--- src/rtl/hmem_pkg.sv ---
package hmem_pkg;

  // Strobes from control to datapath
  typedef struct packed {
    logic doWrite;
    logic doRead;
    logic doInject;
  } ctrlStrobes_t;

  // Read classification, one bit per class
  typedef struct packed {
    logic uncorr;
    logic corrected;
    logic check;
    logic none;
  } errFlags_t;

  // Smallest check width k with 2^k >= data + k + 1
  function automatic int chkWidth(input int dataW);
    int k;
    k = 1;
    while ((1 << k) < dataW + k + 1) k++;
    return k;
  endfunction

endpackage

--- src/rtl/hmem_ctrl.sv ---
module hmem_ctrl
  import hmem_pkg::*;
#(
  parameter int CW_W  = 12,
  parameter int POS_W = 4
) (
  input  logic             clk,
  input  logic             rst,
  input  logic             we,
  input  logic             re,
  input  logic             injEn,
  input  logic [POS_W-1:0] injPos,
  output ctrlStrobes_t     strb,
  output logic             rdValid
);

  logic posInRange;
  assign posInRange = (injPos != '0) && (injPos <= POS_W'(CW_W));

  // A write wins over an injection on the same cycle
  always_comb begin
    strb.doWrite  = !rst && we;
    strb.doRead   = !rst && re;
    strb.doInject = !rst && injEn && !we && posInRange;
  end

  always_ff @(posedge clk) begin
    if (rst) rdValid <= 1'b0;
    else     rdValid <= strb.doRead;
  end

  p_read_valid_r3: assert property (@(posedge clk) disable iff (rst)
    re |=> rdValid);

  p_write_beats_inject_r9: assert property (@(posedge clk) disable iff (rst)
    (we && injEn) |-> !strb.doInject);

endmodule

--- src/rtl/hmem_datapath.sv ---
module hmem_datapath
  import hmem_pkg::*;
#(
  parameter int DATA_W = 8,
  parameter int ADDR_W = 4,
  parameter int CHK_W  = 4,
  parameter int POS_W  = 4
) (
  input  logic              clk,
  input  logic              rst,
  input  ctrlStrobes_t      strb,
  input  logic [ADDR_W-1:0] addr,
  input  logic [DATA_W-1:0] wrData,
  input  logic [POS_W-1:0]  injPos,
  output logic [DATA_W-1:0] rdData,
  output errFlags_t         flags
);

  localparam int CW_W  = DATA_W + CHK_W;
  localparam int DEPTH = 1 << ADDR_W;

  // Code position of data bit idx: the idx-th position that is not a power of two
  function automatic int dataPos(input int idx);
    int cnt;
    int res;
    cnt = 0;
    res = 0;
    for (int p = 1; p <= CW_W; p++) begin
      if ((p & (p - 1)) != 0) begin
        if (cnt == idx) res = p;
        cnt++;
      end
    end
    return res;
  endfunction

  // Even parity per check group
  function automatic logic [CHK_W-1:0] encode(input logic [DATA_W-1:0] d);
    logic [CHK_W-1:0] c;
    c = '0;
    for (int j = 0; j < CHK_W; j++)
      for (int i = 0; i < DATA_W; i++)
        if (((dataPos(i) >> j) & 1) == 1) c[j] = c[j] ^ d[i];
    return c;
  endfunction

  logic [DATA_W-1:0] dataMem [DEPTH];
  logic [CHK_W-1:0]  chkMem  [DEPTH];

  // Injection masks, one comparator per code bit
  logic [DATA_W-1:0] injDataMask;
  logic [CHK_W-1:0]  injChkMask;
  logic [DATA_W-1:0] fixMask;

  logic [DATA_W-1:0] rawData;
  logic [CHK_W-1:0]  rawChk;
  logic [CHK_W-1:0]  syndrome;
  errFlags_t         cls;

  assign rawData  = dataMem[addr];
  assign rawChk   = chkMem[addr];
  assign syndrome = rawChk ^ encode(rawData);

  always_comb begin
    cls = '0;
    if (syndrome == '0)                   cls.none      = 1'b1;
    else if ($onehot(syndrome))           cls.check     = 1'b1;
    else if (syndrome <= CHK_W'(CW_W))    cls.corrected = 1'b1;
    else                                  cls.uncorr    = 1'b1;
  end

  for (genvar i = 0; i < DATA_W; i++) begin : g_dataBit
    localparam logic [POS_W-1:0] INJ_AT = POS_W'(dataPos(i));
    localparam logic [CHK_W-1:0] SYN_AT = CHK_W'(dataPos(i));
    assign injDataMask[i] = (injPos == INJ_AT);
    assign fixMask[i]     = cls.corrected && (syndrome == SYN_AT);
  end

  for (genvar j = 0; j < CHK_W; j++) begin : g_chkBit
    localparam logic [POS_W-1:0] INJ_AT = POS_W'(1 << j);
    assign injChkMask[j] = (injPos == INJ_AT);
  end

  always_ff @(posedge clk) begin
    if (rst) begin
      for (int k = 0; k < DEPTH; k++) begin
        dataMem[k] <= '0;
        chkMem[k]  <= '0;
      end
    end else if (strb.doWrite) begin
      dataMem[addr] <= wrData;
      chkMem[addr]  <= encode(wrData);
    end else if (strb.doInject) begin
      dataMem[addr] <= rawData ^ injDataMask;
      chkMem[addr]  <= rawChk ^ injChkMask;
    end
  end

  // Output register: correction on the read path only
  always_ff @(posedge clk) begin
    if (rst) begin
      rdData <= '0;
      flags  <= '0;
    end else if (strb.doRead) begin
      rdData <= rawData ^ fixMask;
      flags  <= cls;
    end else begin
      flags  <= '0;
    end
  end

  p_write_clean_r1: assert property (@(posedge clk) disable iff (rst)
    $past(strb.doWrite) |->
      (chkMem[$past(addr)] == encode(dataMem[$past(addr)])));

  p_fix_one_bit_r4: assert property (@(posedge clk) disable iff (rst)
    flags.corrected |-> ($countones(rdData ^ $past(rawData)) == 1));

  p_pass_through_r6: assert property (@(posedge clk) disable iff (rst)
    (flags.none || flags.check || flags.uncorr) |-> (rdData == $past(rawData)));

endmodule

--- src/rtl/ecc_word_mem.sv ---
module ecc_word_mem
  import hmem_pkg::*;
#(
  parameter int DATA_W = 8,
  parameter int ADDR_W = 4,
  localparam int CHK_W = chkWidth(DATA_W),
  localparam int POS_W = $clog2(DATA_W + CHK_W + 1)
) (
  input  logic              clk,
  input  logic              rst,
  input  logic              we,
  input  logic              re,
  input  logic [ADDR_W-1:0] addr,
  input  logic [DATA_W-1:0] wrData,
  input  logic              injEn,
  input  logic [POS_W-1:0]  injPos,
  output logic [DATA_W-1:0] rdData,
  output logic              rdValid,
  output logic              errNone,
  output logic              errCheck,
  output logic              errCorrected,
  output logic              errUncorr
);

  ctrlStrobes_t strb;
  errFlags_t    flags;

  hmem_ctrl #(.CW_W(DATA_W + CHK_W), .POS_W(POS_W)) u_ctrl (
    .clk(clk), .rst(rst), .we(we), .re(re),
    .injEn(injEn), .injPos(injPos),
    .strb(strb), .rdValid(rdValid)
  );

  hmem_datapath #(.DATA_W(DATA_W), .ADDR_W(ADDR_W), .CHK_W(CHK_W), .POS_W(POS_W)) u_dp (
    .clk(clk), .rst(rst), .strb(strb), .addr(addr),
    .wrData(wrData), .injPos(injPos),
    .rdData(rdData), .flags(flags)
  );

  assign errNone      = flags.none;
  assign errCheck     = flags.check;
  assign errCorrected = flags.corrected;
  assign errUncorr    = flags.uncorr;

  p_one_class_r7: assert property (@(posedge clk) disable iff (rst)
    rdValid |-> $onehot({errUncorr, errCorrected, errCheck, errNone}));

  p_quiet_idle_r3: assert property (@(posedge clk) disable iff (rst)
    !rdValid |-> ({errUncorr, errCorrected, errCheck, errNone} == 4'b0));

endmodule

--- config.mk ---
export PLATFORM = sky130hd
export DESIGN_NAME = ecc_word_mem
export DESIGN_NICKNAME = d
export VERILOG_FILES = /design/src/rtl/hmem_pkg.sv /design/src/rtl/hmem_ctrl.sv /design/src/rtl/hmem_datapath.sv /design/src/rtl/ecc_word_mem.sv
export SDC_FILE = /design/constraint.sdc
export NUM_CORES = 1
export LEC_CHECK = 0
export ABC_AREA = 1
export BUFFER_PORTS_ARGS = -buffer_cell sky130_fd_sc_hd__clkbuf_2
export CAP_MARGIN = 0
export CORE_MARGIN = 2
export CORE_UTILIZATION = 60
export DETAILED_ROUTE_END_ITERATION = 8
export GPL_TIMING_DRIVEN = 0
export HOLD_SLACK_MARGIN = 0.1
export PLACE_DENSITY = 0.88
export SYNTH_ARGS = -nofsm -noshare
export SYNTH_HDL_FRONTEND = slang
export SYNTH_SLANG_ARGS = --single-unit
--- constraint.sdc ---
create_clock -name clk -period 4.4 [get_ports clk]
set_input_delay 0.22 -clock clk [delete_from_list [all_inputs] [get_ports clk]]
set_output_delay 0.22 -clock clk [all_outputs]
set_load 0.05 [all_outputs]
# Word-level counts from Yosys, hierarchy flattened
# Memory sizes are Yosys's and may differ from the RTL's.
# Cells that the tools add are included.
[classes]
n_addsub = 9
magnitude_cmp = 2
n_eq_ne = 70
mux = 205
bitwise_logic = 49
n_reduce_logical = 30
[ops]
columns = ["cell", "n"]
rows = [
  ["$eq 32x4->1 const B", 28],
  ["$eq 32x3->1 const B", 14],
  ["$mux 32", 14],
  ["$eq 32x2->1 const B", 7],
  ["$logic_not 32->1", 7],
  ["$mux 4", 56],
  ["$add 32x2->32 const B", 6],
  ["$mux 1", 112],
  ["$mux 3", 20],
  ["$xor 1x1->1", 42],
  ["$eq 4x4->1 const B", 9],
  ["$eq 4x3->1 const B", 7],
  ["$mux 8", 2],
  ["$xor 8x8->8", 2],
  ["$logic_and 1x1->1", 14],
  ["$eq 4x2->1 const B", 3],
  ["$le 4x4->1 const B", 2],
  ["$reduce_or 4->1", 2],
  ["$reduce_or 8->1", 1],
  ["$xor 4x4->4", 2],
  ["$add 1x1->2", 2],
  ["$eq 4x1->1 const B", 1],
  ["$logic_not 4->1", 1],
  ["$reduce_bool 4->1", 1],
  ["other kinds (8)", 10],
]
[totals]
register_bits = 13
mem_bits_rw = 192
input_bits = 21
output_inout_bits = 13
wordCells = 373
memories = 2
[mem_list]
columns = ["name", "depth", "width", "read_ports", "rd_ports_with_merged_regs", "wr", "line", "rtl"]
rows = [
  ["u_dp.dataMem", 16, 8, 1, 0, 16, "hmem_datapath.sv:47", "logic [DATA_W-1:0] dataMem [DEPTH];"],
  ["u_dp.chkMem", 16, 4, 1, 0, 16, "hmem_datapath.sv:48", "logic [CHK_W-1:0] chkMem [DEPTH];"],
]

# Logic depth before layout (Yosys ltp)
# Gate-level depths: netlist (run 1).
[logic_depth]
word_depth = 59
mapped_depth = 30
mapped_depth_nobuf = 28

# By module
# Synthesis (run 1) repeated with hierarchy kept, for this count alone.
[hier_totals]
hier_cells = 1192
area_unflattened_um2 = 10333.7
[by_module_without_submodules]
columns = ["mod", "n_inst", "cells_each", "area_each_um2", "seq_area_each_um2"]
rows = [
  ["hmem_datapath", 1, 1173, 10246.1, 6005.8],
  ["hmem_ctrl", 1, 19, 87.6, 20.0],
]

# Worst setup path before layout (run 1)
# No wires, ideal clock.
[synth_path]
kind = "input port to flip-flop"
start = "input port addr[0]"
end = "register u_dp.rdData[4]"
setup_time_ns = 0.115
t_arrival_ns = 3.281
required_time_ns = 4.285
setup_slack_ns = 1.004
stages = 29
n_path_buf = 2
path_cell_list = "buf_6 > inv_4 > buf_2 > nand2_1 > nand2_1 > nand2_1 > nand2_1 > nand2_1 > nand2_2 > inv_1 > nand2_1 > nand2_1 > nand3_1 > nand2_1 > nand2_1 > inv_1 > nor2_1 > ha_1 > inv_1 > ha_1 > inv_1 > fa_1 > nand3_1 > nand3_1 > nor2_1 > nand2_1 > xor2_1 > o21ai_0 > inv_1"
[synth_via]
elab_chain_cells = 13
elab_cells_between_ends = 29
cone_classes = "add/sub (3); order compare (1); eq/ne (2); mux (3); bitwise (16); reduce/logical (2); memory (2)"
[synth_lines]
columns = ["item", "line", "rtl"]
rows = [
  ["start, declared", "ecc_word_mem.sv:13", "input logic [ADDR_W-1:0] addr,"],
  ["$mem_v2 16x8", "--", ""],
  ["$xor 1x1->1 (4 in a row)", "hmem_datapath.sv:43", "if (((dataPos(i) >> j) & 1) == 1) c[j] = c[j] ^ d[i];"],
  ["$xor 4x4->4", "hmem_datapath.sv:62", "assign syndrome = rawChk ^ encode(rawData);"],
  ["$add 1x1->2 (implied by the code)", "hmem_datapath.sv:67", "else if ($onehot(syndrome)) cls.check = 1'b1;"],
  ["$add 3x3->3 (implied by the code)", "hmem_datapath.sv:67", ""],
  ["$eq 3x1->1", "hmem_datapath.sv:67", ""],
  ["$mux 1", "hmem_datapath.sv:67", ""],
  ["$mux 2", "hmem_datapath.sv:66", "if (syndrome == '0) cls.none = 1'b1;"],
  ["$logic_and 1x1->1", "hmem_datapath.sv:76", "assign fixMask[i] = cls.corrected && (syndrome == SYN_AT);"],
  ["$xor 8x8->8 (*)", "hmem_datapath.sv:105", "rdData <= rawData ^ fixMask;"],
  ["end signal, assigned", "hmem_datapath.sv:105", ""],
  ["end, declared", "hmem_datapath.sv:15", "output logic [DATA_W-1:0] rdData,"],
]
# Mark *: on every way between the ends. The rest lies on a longest branch, timed or not.
# A chain may end at the register's enable or synchronous reset.

# Worst setup path after layout (run 1)
[layout_path]
start = "input port addr[3]"
end = "register u_dp.rdData[4]"
# The elaborated chain is that of the path after synthesis.

==> results.sh, run 1 <==
export IMPL_status="completed"
export IMPL_cts_tree="done"
export IMPL_worstPathRequired_ps=4800
export IMPL_crit_path_start_kind="input port"
export IMPL_endpoint_kind="flip-flop"
export IMPL_r2r_end="u_dp.rdData[4]"
export IMPL_synth_edf_count=192
export IMPL_p_per_area_nw_per_um2=429.5
export IMPL_synthTopCellsByCount="510 x nand2_1, 244 x nor2_1, 192 x edfxtp_1"
export IMPL_max_stage_delay_ps=590
export IMPL_multiInputGateArea_um2=4010
export IMPL_core_area_um2=17420
export IMPL_synth_warnings=0
export IMPL_async_flop_share=0
export IMPL_hold_viol_final=0
export IMPL_min_from="wrData[1]"
export IMPL_finalSetupViolations=0
export IMPL_dieArea_um2=18980
export IMPL_ys_seq_area_frac=0.5612
export IMPL_ys_ff_latch=205
export IMPL_first_global_vias=8837
export IMPL_synth_most_common_cell="nand2_1"
export IMPL_gp_congestion=0.9526
export IMPL_area_delta_synth_final_pct=11.33
export IMPL_synth_top_area_share=0.5369
export IMPL_dr_total_vias=9229
export IMPL_diodes=0
export IMPL_critPathSlowestCell="nor2_1"
export IMPL_start_util=0.6165
export IMPL_fin_skew_ps=9.601
export IMPL_nets=1362
export IMPL_rr_startpoint="u_dp.dataMem[7][3]"
export IMPL_portBuffers=32
export IMPL_drive_above_1_share=0.1174
export IMPL_hold_depth=3
export IMPL_post_cts_resized=0
export IMPL_h_tree_depth=1
export IMPL_hold_path_class="input port to flip-flop"
export IMPL_min_period_ps=4062
export IMPL_wl_um=30210
export IMPL_cts_root_buf="clkbuf_16"
export IMPL_nFillCells=1283
export IMPL_rows=48
export IMPL_crit_fanout=10
export IMPL_synth_flop_cell="edfxtp_1"
export IMPL_r2r_slack_ps=390
export IMPL_grt_first_pass_wirelength_um=46190
export IMPL_synth_top_area_cell="edfxtp_1"
export IMPL_drc=0
export IMPL_max_freq_mhz=246.2
export IMPL_utilization=0.6864
export IMPL_antenna_found_initial=0
export IMPL_min_period_over_period=0.9232
export IMPL_synth_area_leaders="edfxtp_1 54%, nand2_1 18%, nor2_1 8.5%"
export IMPL_grt_usage=0.3273
export IMPL_syn_cell_area_um2=10740
export IMPL_clk_latency_ps=510
export IMPL_crit_type="input port to flip-flop"
export IMPL_wl_per_cell_um=19.23
export IMPL_antenna_left=0
export IMPL_regArea_um2=6026
export IMPL_dr_pass1_iters=6
export IMPL_clkSinkCount=205
export IMPL_max_cap_viol_count=0
export IMPL_vias_per_cell=5.875
export IMPL_fin_setup_tns_ps=0
export IMPL_rsz0062_at_grt="no"
export IMPL_ir_drop_mv=0.4495
export IMPL_grt_overflow=0
export IMPL_ff2ff_path_depth=27
export IMPL_critical_path_buf_inv_count=8
export IMPL_cts_buffers=23
export IMPL_drtIter0Drc=1425
export IMPL_syn_area_per_cell_um2=8.442
export IMPL_clk_pin_slew_ps=60
export IMPL_grt_max_degree=14
export IMPL_cp_top_family="simple AND/OR/NAND/NOR gates"
export IMPL_finalMaxSlewViolations=0
export IMPL_tightest_slew_ps=781.2
export IMPL_dp_hpwl_um=20540
export IMPL_syn_inst=1272
export IMPL_leakagePower_nw=5.377
export IMPL_die_w_um=137.8
export IMPL_ys_types=33
export IMPL_io_pins=34
export IMPL_worstHoldEndpoint="u_dp.dataMem[7][1]"
export IMPL_synth_nets=1303
export IMPL_clk_path_buf_depth=3
export IMPL_slew_headroom=0.4773
export IMPL_die_y_um=137.8
export IMPL_arrival_ps=4470
## worst register-to-register path: cells and delay by family, from the launching register on
kind,cells,cell delay [ps]
xor gates and xnor gates,1,170
and+or+nand+nor,16,1960
AOI/OAI and AO/OA,1,160
DFF,1,400
buffers and inverters,6,330
adders and majority gates,3,860
## sequential cells by signal (all words and copies together) (netlist names)
register and count:
u_dp.dataMem 128, u_dp.chkMem 64, u_dp.rdData 8, u_dp.flags 4, u_ctrl.rdValid 1
## worst max path at each step
stage,from,end,slack (ps),cells after the start
final,addr[3],u_dp.rdData[4],340,26
after global routing,addr[1],u_dp.rdData[4],10,26
after CTS,u_dp.dataMem[7][3],u_dp.rdData[4],470,27
after detailed placement,addr[1],u_dp.rdData[4],70,28
after global placement,addr[3],u_dp.rdData[4],140,26
after floorplan,addr[0],u_dp.rdData[4],1000,29
## layer usage
layer | GRT usage | share of wire | vias up
li1 | - | - | 4158
met1 | 0.4319 | 0.36 | 4242
met2 | 0.5227 | 0.46 | 696
met3 | 0.05151 | 0.12 | 133
met4 | 0.1780 | 0.054 | 0
met5 | 0 | 0 | -
## kinds of logic (layout without fill, tap and decap cells)
group,Yosys count,after routing,synth area share
AOI/OAI and AO/OA,31,31,0.01876
xor gates and xnor gates,28,28,0.02284
adders and majority gates,10,10,0.01235
and+or+nand+nor,853,853,0.3195
DFF,205,205,0.5612
buffers and inverters,145,219,0.06537
## layout make-up
type                       count  area share
sequential                   205      0.5041
inverter                      78     0.02470
clock buffer                  28     0.04972
multi-input combinational    922      0.3355
clock inverter                12     0.01340
timing repair buffer          34     0.01507
buffer                        67     0.03402
tap                          225     0.02355
## timing repair
action,CTS,global route
hold buffers,2,0
endpoints found under the hold margin,4,0
setup buffers,0,0
## where the power goes
part	total (mW)	leakage [nW]	switching (mW)	internal (mW)
combinational	0.918	2.93	0.669	0.249
clock	1.96	0.370	0.764	1.19
sequential	2.26	2.08	0.0302	2.23
total	5.13	5.38	1.46	3.67
## cell usage in the layout, fill, tap and decap left out, types with 4 or more instances in the layout
cell type  synthesis  layout
dfxtp_1           13      13
inv_1             72      72
xnor2_1            8       8
clkinv_2           0       4
buf_6              8       8
buf_2             40      40
clkbuf_16          0      23
nor2_1           244     244
edfxtp_1         192     192
clkbuf_2           0      32
clkbuf_1           7      12
inv_2              5       5
o21ai_2            9       9
nand3_1           65      65
nand4_1           12      12
nand2_1          510     510
o21ai_0           14      14
nor2_4             6       6
bufinv_16          0       4
buf_4             12      12
xor2_1            20      20
ha_1               9       9
o21ai_1            5       5
## stage by stage
stage | setup WS, ps | hold WS, ps | power (mW) | cells | cell area, µm²
after floorplan | 1004 | 314.3 | 2.925 | 1272 | 10740
final | 337.8 | 222.9 | 5.135 | 1571 | 11950
after global routing | 13.57 | 243.6 | 5.271 | 1571 | 11950
after CTS | 465.8 | 204.6 | 5.091 | 1571 | 11950
after detailed placement | 66.45 | 455.9 | 3.176 | 1529 | 11180
after global placement | 137.6 | 456.2 | 3.141 | 1529 | 11180
(Power assumes the default switching activity.)
==> run 2, diff against run 1 <==
Settings changed: CELL_PAD_IN_SITES_DETAIL_PLACEMENT set to 1, CELL_PAD_IN_SITES_GLOBAL_PLACEMENT set to 2, CORE_UTILIZATION 60 to 39, PLACE_DENSITY 0.88 to 0.91.
==> results.sh, run 2 (same netlist as run 1, synthesis figures left out) <==
export IMPL_mostFrequentLayoutCells="510 x nand2_1, 242 x nor2_1, 192 x edfxtp_1"
export IMPL_clk_latency_ps=530
export IMPL_finalMaxSlewViolations=0
export IMPL_post_dp_cell_area_um2=11320
export IMPL_dp_cells=1645
export IMPL_r2r_end="u_dp.rdData[4]"
export IMPL_rows=60
export IMPL_drc=0
export IMPL_arrival_ps=4460
export IMPL_slew_headroom=0.4542
export IMPL_final_area_um2=12090
export IMPL_final_cells=1691
export IMPL_utilization=0.4472
export IMPL_cts_tree="done"
export IMPL_antenna_found_initial=0
export IMPL_vias_per_cell=5.277
export IMPL_gp_congestion=0.8644
export IMPL_nFillCells=3226
export IMPL_area_delta_synth_final_pct=12.56
export IMPL_cts_buffers=24
export IMPL_die_y_um=169.9
export IMPL_io_pins=34
export IMPL_worstPathRequired_ps=4820
export IMPL_grt_usage=0.2581
export IMPL_status="completed"
export IMPL_nets=1363
export IMPL_rsz0062_at_grt="no"
export IMPL_die_w_um=169.9
export IMPL_core_area_um2=27030
export IMPL_dp_hpwl_um=25930
export IMPL_first_global_vias=9060
export IMPL_dr_pass1_iters=5
export IMPL_met2_length_um=16780
export IMPL_ir_drop_mv=0.3778
export IMPL_ff2ff_path_depth=27
export IMPL_crit_path_start_kind="input port"
export IMPL_crit_type="input port to flip-flop"
export IMPL_grt_max_degree=13
export IMPL_fin_skew_ps=15.91
export IMPL_dr_max_layer_used="met4"
export IMPL_wl_um=36360
export IMPL_largest_register_ffs=128
export IMPL_hold_path_class="input port to flip-flop"
export IMPL_clk_path_buf_depth=3
export IMPL_largestRegisters="u_dp.dataMem: 128 flops, u_dp.chkMem: 64 flops, u_dp.rdData: 8 flops"
export IMPL_m1WireLength_um=16110
export IMPL_final_common_cell="nand2_1"
export IMPL_cts_root_buf="clkbuf_16"
export IMPL_rr_startpoint="u_dp.dataMem[14][3]"
export IMPL_min_period_over_period=0.9179
export IMPL_hold_viol_final=0
export IMPL_max_cap_viol_count=0
export IMPL_grt_overflow=0
export IMPL_min_period_ps=4039
export IMPL_min_from="wrData[1]"
export IMPL_h_tree_depth=1
export IMPL_diodes=0
export IMPL_crit_fanout=10
export IMPL_start_util=0.3973
export IMPL_dieArea_um2=28880
export IMPL_endpoint_kind="flip-flop"
export IMPL_portBuffers=32
export IMPL_drive_above_1_share=0.1193
export IMPL_r2r_slack_ps=390
export IMPL_wl_per_cell_um=21.50
export IMPL_hold_depth=3
export IMPL_antenna_left=0
export IMPL_regMostFlops="u_dp.dataMem"
export IMPL_worstHoldEndpoint="u_dp.dataMem[8][1]"
export IMPL_grt_first_pass_wirelength_um=54720
export IMPL_clkSinkCount=205
export IMPL_p_per_area_nw_per_um2=422.5
export IMPL_finalSetupViolations=0
export IMPL_max_freq_mhz=247.6
export IMPL_dr_total_vias=8924
export IMPL_dr_wl_met3_um=2255
export IMPL_clk_pin_slew_ps=60
export IMPL_tightest_slew_ps=816.7
export IMPL_drtIter0Drc=712
export IMPL_leakagePower_nw=5.364
-- run 2: cell types whose count changed in the layout (fill, tap and decap cells not counted), sizes merged --
cell / before / now
bufinv: 4 / 1
clkinv: 8 / 12
clkinvlp: 0 / 2
clkbuf: 67 / 68
-- run 2: cell type report --
cell class / count / area, µm² / area share
Buffer: 67 / 406.6 / 0.03364
Clock buffer: 29 / 640.6 / 0.05300
Clock inverter: 15 / 96.34 / 0.007971
Inverter: 78 / 295.3 / 0.02443
Multi-Input combinational cell: 922 / 4015 / 0.3322
Sequential cell: 205 / 6026 / 0.4986
Tap cell: 341 / 426.7 / 0.03530
Timing Repair Buffer: 34 / 180.2 / 0.01491
-- run 2: routing by layer --
metal	track usage	up-vias
met5	0	-
li1	-	4163
met2	0.4209	272
met3	0.03000	72
met1	0.3590	4417
met4	0.08696	0
-- run 2: report_power, final --
group          switching (mW)  internal, mW
Combinational           0.706         0.249
Clock                   0.802          1.09
Sequential             0.0301          2.23
-- run 2: timing repair --
action                                  4_1_cts  5_1_grt
endpoints found under the setup margin        0        2
resized for setup                             0        2
buffers inserted                              0        0
hold buffers                                  2        0
endpoints found under the hold margin         4        0
-- run 2: per-stage QoR --
stage | setup TNS, ps | hold slack [ps] | power (mW) | setup slack, ps
6_report | 0 | 212.3 | 5.107 | 361.4
5_1_grt | 0 | 240.1 | 5.300 | 75.08
4_1_cts | 0 | 214.5 | 5.118 | 347.3
3_5_place_dp | -632.2 | 466.0 | 3.239 | -202.1
3_3_place_gp | -10.49 | 460.6 | 3.205 | -10.49
2_1_floorplan | 0 | 314.3 | 2.925 | 1004
-- run 2: worst max path at each step --
| stage | from | to | slack, ps | depth (start not counted) |
|---|---|---|---|---|
| 2_1_floorplan | addr[0] | u_dp.rdData[4] | 1000 | 29 |
| 3_3_place_gp | addr[3] | u_dp.rdData[4] | -10 | 27 |
| 3_5_place_dp | addr[3] | u_dp.rdData[4] | -200 | 26 |
| 4_1_cts | u_dp.dataMem[14][3] | u_dp.rdData[4] | 350 | 27 |
| 5_1_grt | u_dp.dataMem[1][3] | u_dp.rdData[7] | 80 | 26 |
| 6_report | addr[1] | u_dp.rdData[4] | 360 | 28 |
-- run 2: worst max-delay path, stage by stage --
cell      delay, ps
clkbuf_2        110
inv_2            70
buf_2           260
buf_2           360
nand2_1         150
nand2_1          90
nand2_1          90
nand2_1         160
inv_1            60
nand2_1         190
nand2_1         110
nand3_1         140
nand2_1          90
nand2_1          90
inv_1            50
nor2_1          170
ha_1            270
inv_1            60
ha_1            130
inv_1            40
fa_1            420
nand3_1         130
nand3_1         230
nor2_2          240
nand2_1          90
xor2_1          170
o21ai_0         170
inv_1            60
==> run 3, diff against run 2 <==
Settings changed: BUFFER_PORTS_ARGS -buffer_cell sky130_fd_sc_hd__clkbuf_2 to -buffer_cell sky130_fd_sc_hd__buf_4, CTS_CLUSTER_SIZE set to 12.
==> results.sh, run 3 (same netlist as run 1, synthesis figures left out) <==
export IMPL_status="completed"
export IMPL_hold_ws_ps=152.7
export IMPL_tightest_slew_ps=801.4
export IMPL_h_tree_depth=1
export IMPL_diodes=0
export IMPL_min_period_over_period=0.9044
export IMPL_crit_type="input port to flip-flop"
export IMPL_final_cells=1688
export IMPL_path_common_cell="nand2_1"
export IMPL_core_area_um2=27030
export IMPL_hold_depth=3
export IMPL_die_w_um=169.9
export IMPL_hold_viol_final=0
export IMPL_wl_per_cell_um=21.01
export IMPL_clkSinkCount=205
export IMPL_utilization=0.4487
export IMPL_portBuffers=32
export IMPL_fin_setup_tns_ps=0
export IMPL_multiInputGateArea_um2=4013
export IMPL_cts_buffers=25
export IMPL_nFillCells=3282
export IMPL_arrival_ps=4390
export IMPL_antenna_found_initial=0
export IMPL_wl_um=35470
export IMPL_max_freq_mhz=251.3
export IMPL_final_common_cell="nand2_1"
export IMPL_largest_register_ffs=128
export IMPL_crit_fanout=10
export IMPL_ff2ff_path_depth=27
export IMPL_timing_final_ws_setup_ps=420.5
export IMPL_rsz0062_at_grt="no"
export IMPL_ir_drop_mv=0.3415
export IMPL_clk_path_buf_depth=3
export IMPL_worstPathRequired_ps=4810
export IMPL_grt_overflow=0
export IMPL_crit_path_start_kind="input port"
export IMPL_dr_total_vias=8872
export IMPL_rows=60
export IMPL_clk_latency_ps=520
export IMPL_cts_root_buf="clkbuf_16"
export IMPL_dr_pass1_iters=5
export IMPL_grt_first_pass_wirelength_um=53410
export IMPL_regMostFlops="u_dp.dataMem"
export IMPL_max_cap_viol_count=0
export IMPL_hold_path_class="input port to flip-flop"
export IMPL_clk_pin_slew_ps=60
export IMPL_endpoint_kind="flip-flop"
export IMPL_drtIter0Drc=713
export IMPL_nets=1364
export IMPL_cts_tree="done"
export IMPL_critPathSlowestCell="fa_1"
export IMPL_antenna_left=0
export IMPL_dp_hpwl_um=25720
export IMPL_gp_congestion=0.8390
export IMPL_min_period_ps=3979
export IMPL_slew_headroom=0.4657
export IMPL_finalSetupViolations=0
export IMPL_max_stage_delay_ps=420
export IMPL_regArea_um2=6026
export IMPL_grt_max_degree=13
export IMPL_drive_above_1_share=0.1166
export IMPL_vias_per_cell=5.256
export IMPL_dpl_worst_slack_ps=-122.0
export IMPL_start_util=0.3973
export IMPL_io_pins=34
export IMPL_p_per_area_nw_per_um2=417.0
export IMPL_largestRegisters="u_dp.dataMem: 128 flops, u_dp.chkMem: 64 flops, u_dp.rdData: 8 flops"
export IMPL_finalMaxSlewViolations=0
export IMPL_area_delta_synth_final_pct=12.92
export IMPL_fin_skew_ps=14.85
export IMPL_die_y_um=169.9
export IMPL_first_global_vias=8928
export IMPL_leakagePower_nw=5.368
export IMPL_drc=0
export IMPL_dieArea_um2=28880
export IMPL_mostFrequentLayoutCells="510 x nand2_1, 243 x nor2_1, 192 x edfxtp_1"
export IMPL_grt_usage=0.2501
export IMPL_dp_cells=1645
run 3: layer usage:
metal	GRT usage	routed length, µm	share of wire	vias up
met5	0	0	0	-
met4	0.07098	1027	0.029	0
met3	0.03186	2239	0.063	60
met2	0.4080	16450	0.46	281
met1	0.3510	15750	0.44	4373
li1	-	-	-	4158
run 3: power breakdown:
part / switching (mW) / leakage [nW] / internal [mW] / total, mW
Clock: 0.812 / 0.339 / 1.03 / 1.84
Sequential: 0.0295 / 2.08 / 2.23 / 2.26
Combinational: 0.689 / 2.95 / 0.264 / 0.953
Total: 1.53 / 5.37 / 3.52 / 5.06
run 3: worst paths after layout:
path	end	startpoint	slack (ps)
min reg2reg	u_dp.rdData[7]	u_dp.rdData[7]	490
max reg2reg	u_dp.rdData[4]	u_dp.dataMem[14][3]	460
min	u_dp.dataMem[8][1]	wrData[1]	150
max	u_dp.rdData[4]	addr[1]	420
run 3: critical path: cells and delay by family:
kind	cells	cell delay [ps]
buf+inv	9	1060
compound gates	1	170
xor+xnor	1	180
fa+ha+maj	3	800
simple gates	14	1950
run 3: per-stage QoR:
stage | area, µm² | power (mW)
2_1_floorplan | 10740 | 2.925
3_3_place_gp | 11400 | 3.220
3_5_place_dp | 11400 | 3.248
4_1_cts | 12120 | 5.073
5_1_grt | 12130 | 5.242
6_report | 12130 | 5.056
run 3: final cells by class:
type	count	area share
flip-flops and latches	205	0.4970
multi-input cells	922	0.3309
clock buffers	30	0.05314
well taps	341	0.03519
plain buffers	67	0.03354
inverters	78	0.02435
repair buffers	34	0.02146
clock inverters	11	0.004437
run 3: what timing repair did:
item	in CTS	in global routing
endpoints found under the setup margin	0	1
hold endpoints to repair	4	0
hold buffers	2	0
setup buffers	0	0
gates resized for setup	0	1
